--- src/rtl/fwd_pkg.sv ---
package fwd_pkg;

  // one window granule is 1 MiB
  localparam int unsigned FWD_GRAN_SHIFT    = 20;

  // register byte offsets
  localparam int unsigned FWD_OFS_CFG       = 'h00;
  localparam int unsigned FWD_OFS_CTL       = 'h04;
  localparam int unsigned FWD_OFS_SEG0      = 'h30;
  localparam int unsigned FWD_SEG_STRIDE    = 4;

  // field positions the downstream logic depends on
  localparam int unsigned FWD_WEN_LSB       = 16;
  localparam int unsigned FWD_A4_HI_LSB     = 4;
  localparam int unsigned FWD_SEG_FIRST_LSB = 4;
  localparam int unsigned FWD_SEG_LAST_LSB  = 20;

  typedef enum logic [1:0] {
    RES_IDLE = 2'd0,
    RES_HIT  = 2'd1,
    RES_MISS = 2'd2,
    RES_DENY = 2'd3
  } fwd_result_e;

  function automatic int unsigned fwd_seg_offset(input int unsigned cs);
    return FWD_OFS_SEG0 + cs * FWD_SEG_STRIDE;
  endfunction

endpackage

--- src/rtl/fwd_regbank.sv ---
module fwd_regbank
  import fwd_pkg::*;
#(
  parameter int unsigned NUM_CS       = 3,
  parameter int unsigned AW           = 8,
  parameter int unsigned DW           = 32,
  parameter int unsigned GRAN_W       = 8,
  parameter int unsigned RST_WIN_GRAN = 2
) (
  input  logic                          clk,
  input  logic                          rst_n,
  input  logic                          reg_en,
  input  logic                          reg_we,
  input  logic [AW-1:0]                 reg_addr,
  input  logic [DW-1:0]                 reg_wdata,
  output logic [DW-1:0]                 reg_rdata,
  output logic [NUM_CS-1:0][GRAN_W-1:0] seg_first,
  output logic [NUM_CS-1:0][GRAN_W-1:0] seg_last,
  output logic [NUM_CS-1:0]             seg_on,
  output logic [NUM_CS-1:0]             cs_wr_ok,
  output logic [NUM_CS-1:0]             cs_addr4b
);

  // address decode
  logic              sel_cfg;
  logic              sel_ctl;
  logic [NUM_CS-1:0] sel_seg;

  assign sel_cfg = reg_en && (reg_addr == AW'(FWD_OFS_CFG));
  assign sel_ctl = reg_en && (reg_addr == AW'(FWD_OFS_CTL));

  for (genvar gi = 0; gi < NUM_CS; gi++) begin : g_sel
    assign sel_seg[gi] = reg_en && (reg_addr == AW'(fwd_seg_offset(gi)));
  end

  // write strobes act as clock enables
  logic              ld_cfg;
  logic              ld_ctl;
  logic [NUM_CS-1:0] ld_seg;

  assign ld_cfg = sel_cfg && reg_we;
  assign ld_ctl = sel_ctl && reg_we;
  assign ld_seg = sel_seg & {NUM_CS{reg_we}};

  // next-state values extracted from the write data
  logic [NUM_CS-1:0] wen_d;
  logic [NUM_CS-1:0] a4lo_d;
  logic [NUM_CS-1:0] a4hi_d;
  logic [GRAN_W-1:0] first_d;
  logic [GRAN_W-1:0] last_d;

  always_comb begin
    for (int i = 0; i < NUM_CS; i++) begin
      wen_d[i]  = reg_wdata[FWD_WEN_LSB + i];
      a4lo_d[i] = reg_wdata[i];
      a4hi_d[i] = reg_wdata[FWD_A4_HI_LSB + i];
    end
    first_d = reg_wdata[FWD_SEG_FIRST_LSB +: GRAN_W];
    last_d  = reg_wdata[FWD_SEG_LAST_LSB +: GRAN_W];
  end

  logic unused_wdata_bits;
  assign unused_wdata_bits = ^reg_wdata;

  // state
  logic [NUM_CS-1:0]             wen_q;
  logic [NUM_CS-1:0]             a4lo_q;
  logic [NUM_CS-1:0]             a4hi_q;
  logic [NUM_CS-1:0][GRAN_W-1:0] first_q;
  logic [NUM_CS-1:0][GRAN_W-1:0] last_q;

  always_ff @(posedge clk or negedge rst_n) begin
    if (!rst_n) begin
      wen_q <= '0;
    end else if (ld_cfg) begin
      wen_q <= wen_d;
    end
  end

  always_ff @(posedge clk or negedge rst_n) begin
    if (!rst_n) begin
      a4lo_q <= '0;
      a4hi_q <= '0;
    end else if (ld_ctl) begin
      a4lo_q <= a4lo_d;
      a4hi_q <= a4hi_d;
    end
  end

  for (genvar gs = 0; gs < NUM_CS; gs++) begin : g_seg
    localparam int unsigned RST_FIRST = gs * RST_WIN_GRAN;
    localparam int unsigned RST_LAST  = RST_FIRST + RST_WIN_GRAN - 1;

    always_ff @(posedge clk or negedge rst_n) begin
      if (!rst_n) begin
        first_q[gs] <= GRAN_W'(RST_FIRST);
        last_q[gs]  <= GRAN_W'(RST_LAST);
      end else if (ld_seg[gs]) begin
        first_q[gs] <= first_d;
        last_q[gs]  <= last_d;
      end
    end

    assign seg_on[gs] = (|first_q[gs]) || (|last_q[gs]);
  end

  // read mux, zero for any offset not decoded above
  always_comb begin
    reg_rdata = '0;
    if (sel_cfg) begin
      for (int i = 0; i < NUM_CS; i++) begin
        reg_rdata[FWD_WEN_LSB + i] = wen_q[i];
      end
    end
    if (sel_ctl) begin
      for (int i = 0; i < NUM_CS; i++) begin
        reg_rdata[i]                 = a4lo_q[i];
        reg_rdata[FWD_A4_HI_LSB + i] = a4hi_q[i];
      end
    end
    for (int i = 0; i < NUM_CS; i++) begin
      if (sel_seg[i]) begin
        reg_rdata[FWD_SEG_FIRST_LSB +: GRAN_W] = first_q[i];
        reg_rdata[FWD_SEG_LAST_LSB +: GRAN_W]  = last_q[i];
      end
    end
  end

  assign seg_first = first_q;
  assign seg_last  = last_q;
  assign cs_wr_ok  = wen_q;
  assign cs_addr4b = a4lo_q | a4hi_q;

endmodule

--- src/rtl/fwd_window_cmp.sv ---
module fwd_window_cmp #(
  parameter int unsigned GRAN_W = 8
) (
  input  logic [GRAN_W-1:0] gran,
  input  logic [GRAN_W-1:0] first,
  input  logic [GRAN_W-1:0] last,
  input  logic              win_on,
  output logic              hit
);

  logic above_first;
  logic below_last;

  assign above_first = (gran >= first);
  assign below_last  = (gran <= last);
  assign hit         = win_on && above_first && below_last;

endmodule

--- src/rtl/fwd_resolve.sv ---
module fwd_resolve
  import fwd_pkg::*;
#(
  parameter int unsigned NUM_CS = 3,
  parameter int unsigned OFS_W  = 28,
  parameter int unsigned GRAN_W = 8
) (
  input  logic                          bus_valid,
  input  logic                          bus_write,
  input  logic [OFS_W-1:0]              bus_offset,
  input  logic [NUM_CS-1:0]             raw_hit,
  input  logic [NUM_CS-1:0][GRAN_W-1:0] seg_first,
  input  logic [NUM_CS-1:0]             cs_wr_ok,
  input  logic [NUM_CS-1:0]             cs_addr4b,
  output fwd_result_e                   res,
  output logic [NUM_CS-1:0]             grant,
  output logic [OFS_W-1:0]              win_offset,
  output logic                          addr4b
);

  localparam int unsigned IDX_W = (NUM_CS > 1) ? $clog2(NUM_CS) : 1;

  logic [GRAN_W-1:0] gran;
  logic [IDX_W-1:0]  idx;
  logic              found;

  assign gran = bus_offset[OFS_W-1 -: GRAN_W];

  // scan from the top so the lowest set index is kept last
  always_comb begin
    idx   = '0;
    found = 1'b0;
    for (int i = NUM_CS - 1; i >= 0; i--) begin
      if (raw_hit[i]) begin
        idx   = IDX_W'(i);
        found = 1'b1;
      end
    end
  end

  always_comb begin
    res        = RES_IDLE;
    grant      = '0;
    win_offset = '0;
    addr4b     = 1'b0;
    if (bus_valid) begin
      if (!found) begin
        res = RES_MISS;
      end else if (bus_write && !cs_wr_ok[idx]) begin
        res = RES_DENY;
      end else begin
        res        = RES_HIT;
        grant[idx] = 1'b1;
        win_offset = {gran - seg_first[idx], bus_offset[FWD_GRAN_SHIFT-1:0]};
        addr4b     = cs_addr4b[idx];
      end
    end
  end

endmodule

--- src/rtl/flash_window_decoder.sv ---
module flash_window_decoder
  import fwd_pkg::*;
#(
  parameter int unsigned NUM_CS       = 3,
  parameter int unsigned OFS_W        = 28,
  parameter int unsigned REG_AW       = 8,
  parameter int unsigned REG_DW       = 32,
  parameter int unsigned RST_WIN_GRAN = 2
) (
  input  logic              clk,
  input  logic              rst_n,
  input  logic              reg_en,
  input  logic              reg_we,
  input  logic [REG_AW-1:0] reg_addr,
  input  logic [REG_DW-1:0] reg_wdata,
  output logic [REG_DW-1:0] reg_rdata,
  input  logic              bus_valid,
  input  logic              bus_write,
  input  logic [OFS_W-1:0]  bus_offset,
  output logic              dec_valid,
  output logic [NUM_CS-1:0] dec_cs_hit,
  output logic [OFS_W-1:0]  dec_offset,
  output logic              dec_miss,
  output logic              dec_wr_denied,
  output logic              dec_addr4b
);

  localparam int unsigned GRAN_W = OFS_W - FWD_GRAN_SHIFT;

  // reset: asserted asynchronously, released on a clock edge
  logic rst_meta_q;
  logic rst_sync_n;

  always_ff @(posedge clk or negedge rst_n) begin
    if (!rst_n) begin
      rst_meta_q <= 1'b0;
      rst_sync_n <= 1'b0;
    end else begin
      rst_meta_q <= 1'b1;
      rst_sync_n <= rst_meta_q;
    end
  end

  // configuration registers
  logic [NUM_CS-1:0][GRAN_W-1:0] seg_first;
  logic [NUM_CS-1:0][GRAN_W-1:0] seg_last;
  logic [NUM_CS-1:0]             seg_on;
  logic [NUM_CS-1:0]             cs_wr_ok;
  logic [NUM_CS-1:0]             cs_addr4b;

  fwd_regbank #(
    .NUM_CS       (NUM_CS),
    .AW           (REG_AW),
    .DW           (REG_DW),
    .GRAN_W       (GRAN_W),
    .RST_WIN_GRAN (RST_WIN_GRAN)
  ) u_regs (
    .clk       (clk),
    .rst_n     (rst_sync_n),
    .reg_en    (reg_en),
    .reg_we    (reg_we),
    .reg_addr  (reg_addr),
    .reg_wdata (reg_wdata),
    .reg_rdata (reg_rdata),
    .seg_first (seg_first),
    .seg_last  (seg_last),
    .seg_on    (seg_on),
    .cs_wr_ok  (cs_wr_ok),
    .cs_addr4b (cs_addr4b)
  );

  // one comparator per window
  logic [NUM_CS-1:0] raw_hit;

  for (genvar gw = 0; gw < NUM_CS; gw++) begin : g_win
    fwd_window_cmp #(
      .GRAN_W (GRAN_W)
    ) u_cmp (
      .gran   (bus_offset[OFS_W-1 -: GRAN_W]),
      .first  (seg_first[gw]),
      .last   (seg_last[gw]),
      .win_on (seg_on[gw]),
      .hit    (raw_hit[gw])
    );
  end

  // priority, permission and offset
  fwd_result_e       res_d;
  logic [NUM_CS-1:0] grant_d;
  logic [OFS_W-1:0]  offset_d;
  logic              addr4b_d;

  fwd_resolve #(
    .NUM_CS (NUM_CS),
    .OFS_W  (OFS_W),
    .GRAN_W (GRAN_W)
  ) u_resolve (
    .bus_valid  (bus_valid),
    .bus_write  (bus_write),
    .bus_offset (bus_offset),
    .raw_hit    (raw_hit),
    .seg_first  (seg_first),
    .cs_wr_ok   (cs_wr_ok),
    .cs_addr4b  (cs_addr4b),
    .res        (res_d),
    .grant      (grant_d),
    .win_offset (offset_d),
    .addr4b     (addr4b_d)
  );

  // output stage
  fwd_result_e       res_q;
  logic [NUM_CS-1:0] grant_q;
  logic [OFS_W-1:0]  offset_q;
  logic              addr4b_q;
  logic              out_ld;

  // load while an access arrives or a result must be cleared
  assign out_ld = bus_valid || (res_q != RES_IDLE);

  always_ff @(posedge clk or negedge rst_sync_n) begin
    if (!rst_sync_n) begin
      res_q    <= RES_IDLE;
      grant_q  <= '0;
      offset_q <= '0;
      addr4b_q <= 1'b0;
    end else if (out_ld) begin
      res_q    <= res_d;
      grant_q  <= grant_d;
      offset_q <= offset_d;
      addr4b_q <= addr4b_d;
    end
  end

  assign dec_valid     = (res_q != RES_IDLE);
  assign dec_cs_hit    = grant_q;
  assign dec_offset    = offset_q;
  assign dec_miss      = (res_q == RES_MISS);
  assign dec_wr_denied = (res_q == RES_DENY);
  assign dec_addr4b    = addr4b_q;

endmodule

--- config.mk ---
export PLATFORM = sky130hd
export DESIGN_NAME = flash_window_decoder
export DESIGN_NICKNAME = d
export VERILOG_FILES = /design/src/rtl/fwd_pkg.sv /design/src/rtl/fwd_regbank.sv /design/src/rtl/fwd_window_cmp.sv /design/src/rtl/fwd_resolve.sv /design/src/rtl/flash_window_decoder.sv
export SDC_FILE = /design/constraint.sdc
export NUM_CORES = 1
export LEC_CHECK = 0
export CAP_MARGIN = 0
export CORE_ASPECT_RATIO = 1.75
export CORE_MARGIN = 2
export CORE_UTILIZATION = 50
export DETAILED_ROUTE_END_ITERATION = 10
export PLACE_DENSITY_LB_ADDON = 0.05
export SYNTH_ARGS = -nofsm -noshare
export SYNTH_HDL_FRONTEND = slang
export SYNTH_SLANG_ARGS = --single-unit
--- constraint.sdc ---
create_clock -name clk -period 3.37 [get_ports clk]
set_input_delay 0.8425 -clock clk [delete_from_list [all_inputs] [get_ports clk]]
set_output_delay 0.8425 -clock clk [all_outputs]
set_load 0.05 [all_outputs]
==> metrics.md, run 1 <==
| Metric | Value |
|---|---|
| Period minus WS final | `around 3900 ps` |
| Vias per inst | `slightly below 6` |
| GP Congestion | `slightly below 1` |
| Vias in the first global route | `5621` |
| XOR/XNOR Fraction of Synth Area | `less than 1%` |
| Synth top area cells | `dfrtp_1 38%, ha_1 12%, mux2_2 11%` |
| Synth-to-Final Area Change | `53.5%` |
| Hold Path Class | `reg -> async` |
| Setup crit end kind | `register` |
| IO Port Bufs | `120` |
| Initial antenna violation count | `0` |
| Overflow after GRT | `0` |
| Synth cell types | `53` |
| Reg2reg end | `dec_offset[26]` |
| Final Hold Fails | `0` |
| Fmax | `256 MHz` |
| Post-synth top area cell | `dfrtp_1` |
| Most used DFF post-synth | `dfrtp_1` |
| CTS sink count | `93` |
| Reg-to-reg slack, setup | `-480 ps` |
| Pins Over Slew Limit | `0` |
| Ports | `141` |
| Largest family of logic cells by synthesized area | `compound AO/OA/AOI/OAI gates` |
| Stages on worst setup path | `21` |
| Critical path buffer and inverter count | `5` |
| P per Cell Area | `approximately 360 nW/um^2` |
| First-pass GRT wire length | `29100 microns` |
| Clock transition at path regs | `about 70 ps` |
| Starting Density | `between 50% and 60%` |
| Final period utilization | `116%` |
| Worst VDD drop | `0.370 mV` |
| Worst-case clock buffer depth | `2` |
| Final cell utilization of the core | `78.3%` |
| RSZ-0062 raised after global routing | `true` |
| Syn Area/Cell | `10.5 sq um` |
| P_leak | `4.05 nW` |
| Most common cell in the netlist | `dfrtp_1` |
| Die Wd | `~84 microns` |
| CTS Buf Count | `9` |
| Sequential area share after synthesis | `41.5%` |
| CP Class | `in -> reg` |
| Placed insts | `just under 900` |
| Max incr delay on CP | `420 ps` |
| Num rows | `a little over 50` |
| Status | `finished, violations left` |
| Reg area | `2340 sq um` |
| Critical path launch point | `bus_offset[20]` |
| WL final | `18900 microns` |
| Synth top cells by count | `86 x dfrtp_1, 61 x inv_1, 57 x mux2_2` |
| Final Skew | `between 10 and 15 ps` |
| Compound-Gate Fraction of Synth Area | `~16%` |
| Antenna viol nets, final | `0` |
| Critical path's top delay family | `compound AO/OA/AOI/OAI gates` |
| Critical path fanouts, max | `8` |
| Max_cap viols | `0` |
| YS warnings | `0` |
| Final nets | `904` |
| Routed len/inst | `20.7 microns` |
| Largest net degree at the start of global routing | `45` |
| Synth Area in Simple Gates | `10.7%` |
| Root Buffer | `clkbuf_16` |
| Slowest-stage cell, CP | `or3_4` |
| Slew HR | `58.1%` |
| Adder-Cell Fraction of Synth Area | `12.8%` |
| Last element of the critical path | `dec_offset[26]` |
| Core area | `11000 sq um` |
| Flops & latches, synth | `93` |
| Async set-reset flop share out of synthesis | `100%` |
| Multi-input gate area | `3290 sq um` |
| Slew @ Worst Pin | `622 ps` |
| H-tree lvl count | `3` |
| DR pass1 iterations | `5` |
| Post-synthesis mux area share | `11.8%` |
| Power Total | `3.08 mW` |
| Synthesized area | `5630 sq um` |
| Via count | `5278` |
| Violated checks | `negative setup slack` |
| Critical path, cell by cell | `buf_6, clkinvlp_4, buf_12, ha_4, nand4_1, nand2b_1, a21oi_1, or3_4, a21o_1, buf_6, o211ai_1, o21ai_1, ha_1, buf_4, nor2b_1, o21ai_1, nand2b_1, a21o_1, a21oi_2, xor2_1, o21ai_1` |
| Ant. Diodes | `0` |
| Skew-Pair Late Insertion Delay | `350 ps` |
| Final setup TNS | `-2020 ps` |
| Worst Path Required | `around 3600 ps` |
| Die area | `between 10000 and 15000 sq um` |
| Non-filler cells, final | `910` |
| Fillers | `slightly above 700` |
| Post-DP HPWL | `14500 microns` |
| DRC | `0` |
| Cell count after synthesis | `537` |
| # setup viols final | `6` |
| Iteration-0 DRC Markers | `371` |
| FF-to-FF path depth | `19` |
| Die height | `144 microns` |
| Critical path's most frequent cell | `o21ai_1` |
| EDFF count, synth | `0` |
| TritonCTS clock tree | `built` |
| Critical Path Source Type | `primary input` |
| Top cell type's share of synthesized area | `38.2%` |
| Worst R2R Start | `u_regs.seg_last[9]` |
| Arr. time, crit path | `4150 ps` |
| Gr usage total | `31.4%` |
| Setup Slack @ Placement | `-1440 ps` |
| Worst setup slack after layout | `-540 ps` |
| Share of layout cells above drive strength 1 | `36.0%` |
[routing by layer]
layer	GRT usage, %	vias to the layer above	wire length, microns
li1	-	2407	-
met5	0	-	0
met1	29.7	2594	6190
met2	60.7	206	10600
met4	21.0	0	1230
met3	5.14	71	801
[final cells by class]
cell class / instances / share of cell area [%]
repair buffers: 240 / 27.0
flip-flops and latches: 93 / 27.1
clock inverters: 5 / 0.492
multi-input cells: 368 / 38.0
inverters: 61 / 2.69
clock buffers: 11 / 2.81
well taps: 132 / 1.91
[cell families (layout without fill, tap and decap cells)]
| kind of cell | after synthesis | in the layout |
|---|---|---|
| DFF | 93 | 93 |
| xor gates and xnor gates | 6 | 6 |
| AOI/OAI and AO/OA | 122 | 122 |
| adders and majority gates | 57 | 57 |
| buffers and inverters | 85 | 317 |
| and+or+nand+nor | 113 | 113 |
| muxes | 59 | 59 |
| other | 2 | 11 |
[worst min-delay path by stage]
stage               startpoint            endpoint  slack, ps  cells past startpoint
global route        rst_meta_q          rst_sync_n        370                      0
finish              rst_sync_n  u_regs.seg_last[2]        340                      0
detailed placement  rst_meta_q          rst_sync_n        340                      0
global placement    rst_sync_n  u_regs.seg_last[2]        340                      0
floorplan           rst_meta_q          rst_sync_n        330                      0
CTS                 rst_sync_n  u_regs.seg_last[2]        360                      0
[flip-flops by register name, summed over array words and instances (netlist names)]
register	cells
res_q	2
dec_addr4b	1
u_regs.seg_first	24
rst_sync_n	1
u_regs.cs_wr_ok	3
u_regs.a4lo_q	3
u_regs.seg_last	24
dec_cs_hit	3
rst_meta_q	1
u_regs.a4hi_q	3
dec_offset	28
[cell usage in the layout (no fill, tap or decap), types with 12 or more instances in the layout]
master / synthesis / final
dfrtp_1: 86 / 85
buf_4: 10 / 119
mux2_2: 57 / 57
clkdlybuf4s50_1: 0 / 89
buf_12: 0 / 23
inv_1: 61 / 60
a222oi_1: 13 / 13
nor4_1: 12 / 12
ha_4: 0 / 16
nand2_1: 37 / 37
ha_1: 56 / 39
a21oi_1: 19 / 16
o21ai_0: 26 / 15
a22o_1: 21 / 21
[power by group]
group | switching, mW | leakage (nW) | internal (mW)
registers | 0.0440 | 1.26 | 1.17
logic | 0.473 | 2.66 | 0.396
clock network | 0.459 | 0.142 | 0.532
[timing repair]
action,4_1_cts,5_1_grt
endpoints found under the setup margin,30,23
resized for setup,72,19
cloned,0,0
buffers inserted,8,2
pin swaps,32,18
hold buffers,0,0
[worst register-to-register path: cells and delay by family (launching register included)]
kind	cells	cell delay (ps)
AO/OA/AOI/OAI	9	1370
AND/OR/NAND/NOR	4	780
adder cells (fa/ha/maj)	2	570
flip-flops	1	530
buffers and inverters	3	360
XOR/XNOR	1	150
[metrics by stage]
| stage | hold WS, ps | instance area, sq um |
|---|---|---|
| final | 337 | 8650 |
| after detailed placement | 336 | 7990 |
| after global routing | 372 | 8650 |
| after CTS | 358 | 8550 |
| after global placement | 342 | 7990 |
| after floorplan | 331 | 5740 |
Note: power is estimated with default switching activity, not from simulation.
==> run 2: changes to the inputs <==
--- a/config.mk
+++ b/config.mk
@@ -6,9 +6,11 @@
 export NUM_CORES = 1
 export LEC_CHECK = 0
 export CAP_MARGIN = 0
+export CELL_PAD_IN_SITES_DETAIL_PLACEMENT = 0
+export CELL_PAD_IN_SITES_GLOBAL_PLACEMENT = 1
 export CORE_ASPECT_RATIO = 1.75
 export CORE_MARGIN = 2
-export CORE_UTILIZATION = 50
+export CORE_UTILIZATION = 38
 export DETAILED_ROUTE_END_ITERATION = 10
 export PLACE_DENSITY_LB_ADDON = 0.05
 export SYNTH_ARGS = -nofsm -noshare
==> run 2 against run 1 <==
The flow still finishes with violations (negative setup slack); clock power fell by 2%; routed wire length fell by 8.1%; final area fell by 1.4%; register-to-register slack improved by 70 ps; count of clock-buffer cells in the layout fell by 2; first-iteration DRC count fell by 48%; utilization fell by 19 points; total power fell by 2.2%; critical endpoint is now dec_offset[27]; largest power group unchanged; highest routed layer unchanged.
==> metrics.md, run 2 (synthesis gave the netlist of run 1 again) <==
| Metric | Value |
|---|---|
| Period minus WS final | `3920 ps (+9.96 ps)` |
| CTS Hold Buffers Added | `0 (unchanged)` |
| Number of flip-flops in the largest register | `28 (unchanged)` |
| Synth-to-Final Area Change | `51.3%` |
| Critical path fanouts, max | `6 (-2)` |
| Critical Path Source Type | `primary input` |
| RSZ-0062 raised after global routing | `true` |
| Die height | `165 microns (+14%)` |
| Seq pwr share | `40.4% (+0.9 points)` |
| Vias in the first global route | `5405 (-3.8%)` |
| Ports | `141 (unchanged)` |
| Die Wd | `96.0 microns (+14%)` |
| Final period utilization | `116% (+0.30 points)` |
| Via count | `5030 (-4.7%)` |
| Final Skew | `12.0 ps (+1.06 ps)` |
| Slew HR | `55.3% (-2.9 points)` |
| Sw Share | `31.7% (-0.038 points)` |
| Worst-case clock buffer depth | `2 (unchanged)` |
| Initial antenna violation count | `0 (unchanged)` |
| DR pass1 iterations | `5 (unchanged)` |
| Gr usage total | `22.8% (-8.6 points)` |
| TritonCTS clock tree | `built` |
| P_leak | `3.97 nW (-2.0%)` |
| Largest net degree at the start of global routing | `50 (+11%)` |
| Final setup TNS | `-1800 ps (+220 ps)` |
| Die area | `15900 sq um (+30%)` |
| Reg-to-reg slack, setup | `-410 ps (+70 ps)` |
| Num rows | `58 (+14%)` |
| Final nets | `896 (-0.88%)` |
| GP Congestion | `0.881 (-11%)` |
| Vias per inst | `5.29 (-8.7%)` |
| Share of layout cells above drive strength 1 | `34.0% (-2.0 points)` |
| Comb pwr share | `27.2% (-1.1 points)` |
| Worst Path Required | `3620 ps (about the same)` |
| Post-DP Area | `8040 sq um (+0.63%)` |
| Core area | `14400 sq um (+31%)` |
| Arr. time, crit path | `4170 ps (+20 ps)` |
| Clk pwr share | `32.4% (+0.2 points)` |
| # setup viols final | `7 (+1)` |
| Worst setup slack after layout | `-550 ps (-9.96 ps)` |
| Status | `finished, violations left` |
| Hold Path Class | `reg -> async` |
| Ant. Diodes | `0 (unchanged)` |
| P per Cell Area | `353 nW/um^2 (-0.79%)` |
| Post-DP HPWL | `13900 microns (-4.1%)` |
| H-tree lvl count | `3 (unchanged)` |
| Slew @ Worst Pin | `665 ps (+42.7 ps)` |
| Most common cell after layout, fill and taps aside | `buf_4` |
| WL final | `17300 microns (-8.1%)` |
| Sw Pwr | `953 uW (-2.3%)` |
| Most frequent cells in the layout | `104 x buf_4, 90 x clkdlybuf4s50_1, 85 x dfrtp_1` |
| CTS Buf Count | `9 (unchanged)` |
| CTS sink count | `93 (unchanged)` |
| Clock transition at path regs | `70 ps (about the same)` |
| Setup crit end kind | `register` |
| Starting Density | `39.0% (-12 points)` |
| Skew-Pair Late Insertion Delay | `350 ps (about the same)` |
| IO Port Bufs | `120 (unchanged)` |
| First-pass GRT wire length | `27000 microns (-7.2%)` |
| Final instance area | `8520 sq um (-1.4%)` |
| CP Class | `in -> reg` |
| Root Buffer | `clkbuf_16` |
| Final cell utilization of the core | `59.0% (-19 points)` |
| Pins Over Slew Limit | `0 (unchanged)` |
| Antenna viol nets, final | `0 (unchanged)` |
| Fmax | `255 MHz (-0.25%)` |
| Worst VDD drop | `0.216 mV (-42%)` |
| Pint | `2.05 mW (-2.2%)` |
| Violated checks | `negative setup slack` |
| Max_cap viols | `0 (unchanged)` |
| Iteration-0 DRC Markers | `192 (-48%)` |
| Overflow after GRT | `0 (unchanged)` |
| Routed len/inst | `18.3 microns (-12%)` |
| DRC | `0 (unchanged)` |
| Final Hold Fails | `0 (unchanged)` |
run 2: cell count changes in the layout (fill, tap and decap cells not counted), moves of 3 or more:
cell        previous run  this run
a21oi_1               16        13
buf_4                119       104
ha_1                  39        46
buf_2                  2         7
clkinvlp_4             1         4
ha_4                  16         9
a21oi_2                4         7
run 2: final cells by class:
type | instances | area (sq um)
clock buffer | 9 | 225
clock inverter | 7 | 56.3
fill | 1307 | 5920
inverter | 61 | 233
multi-input combinational | 368 | 3170
sequential | 93 | 2340
tap | 180 | 225
timing repair buffer | 232 | 2270
run 2: worst paths after layout:
kind	start	endpoint	cells after the start
setup / recovery	bus_offset[20]	dec_offset[27]	20
hold / removal	rst_sync_n	u_regs.seg_last[10]	0
setup reg to reg	u_regs.seg_last[9]	dec_offset[27]	20
hold reg to reg	rst_sync_n	u_regs.seg_last[10]	0
max in group asynchronous	rst_sync_n	u_regs.seg_first[20]	1
min in group clk	rst_meta_q	rst_sync_n	0
run 2: power by group through the flow:
stage	sequential [mW]	combinational (mW)	clock, mW
finish	1.21	0.819	0.974
global route	1.22	0.887	1.05
CTS	1.22	0.826	1.00
detailed placement	1.24	0.786	0
global placement	1.23	0.777	0
floorplan	1.35	0.331	0
run 2: metal layers:
metal  vias up  global-route usage, %  routed length, microns
met3        41                   3.49                     665
met5         -                      0                       0
met2       133                   44.2                    9940
li1       2401                      -                       -
met1      2455                   22.7                    5960
met4         0                   10.9                     774
run 2: what timing repair did:
| action | CTS | global route |
|---|---|---|
| setup buffers | 6 | 2 |
| resized for setup | 69 | 10 |
| gates cloned | 0 | 0 |
| setup endpoints to repair | 30 | 23 |
| pin swaps | 27 | 18 |
run 2: worst max-delay path, stage by stage:
cell	delay [ps]
buf_8	70
clkinvlp_4	190
ha_4	330
nand4_1	110
nor2_1	120
o21ai_1	70
or3_4	410
a21o_1	180
mux2i_1	170
nand2_1	90
o21a_1	110
ha_1	270
nor2b_4	130
o2111ai_2	160
nand4b_1	150
a21o_1	190
a21oi_2	120
xnor2_1	100
o21a_1	110
o31ai_1	220
run 2: through the flow:
step	power [mW]	cells	setup WS, ps	hold slack [ps]
2_1_floorplan	1.68	546	-554	331
3_3_place_gp	2.01	929	-1350	338
3_5_place_dp	2.02	929	-1400	336
4_1_cts	3.04	951	-532	366
5_1_grt	3.16	950	-734	378
6_report	3.01	950	-550	351
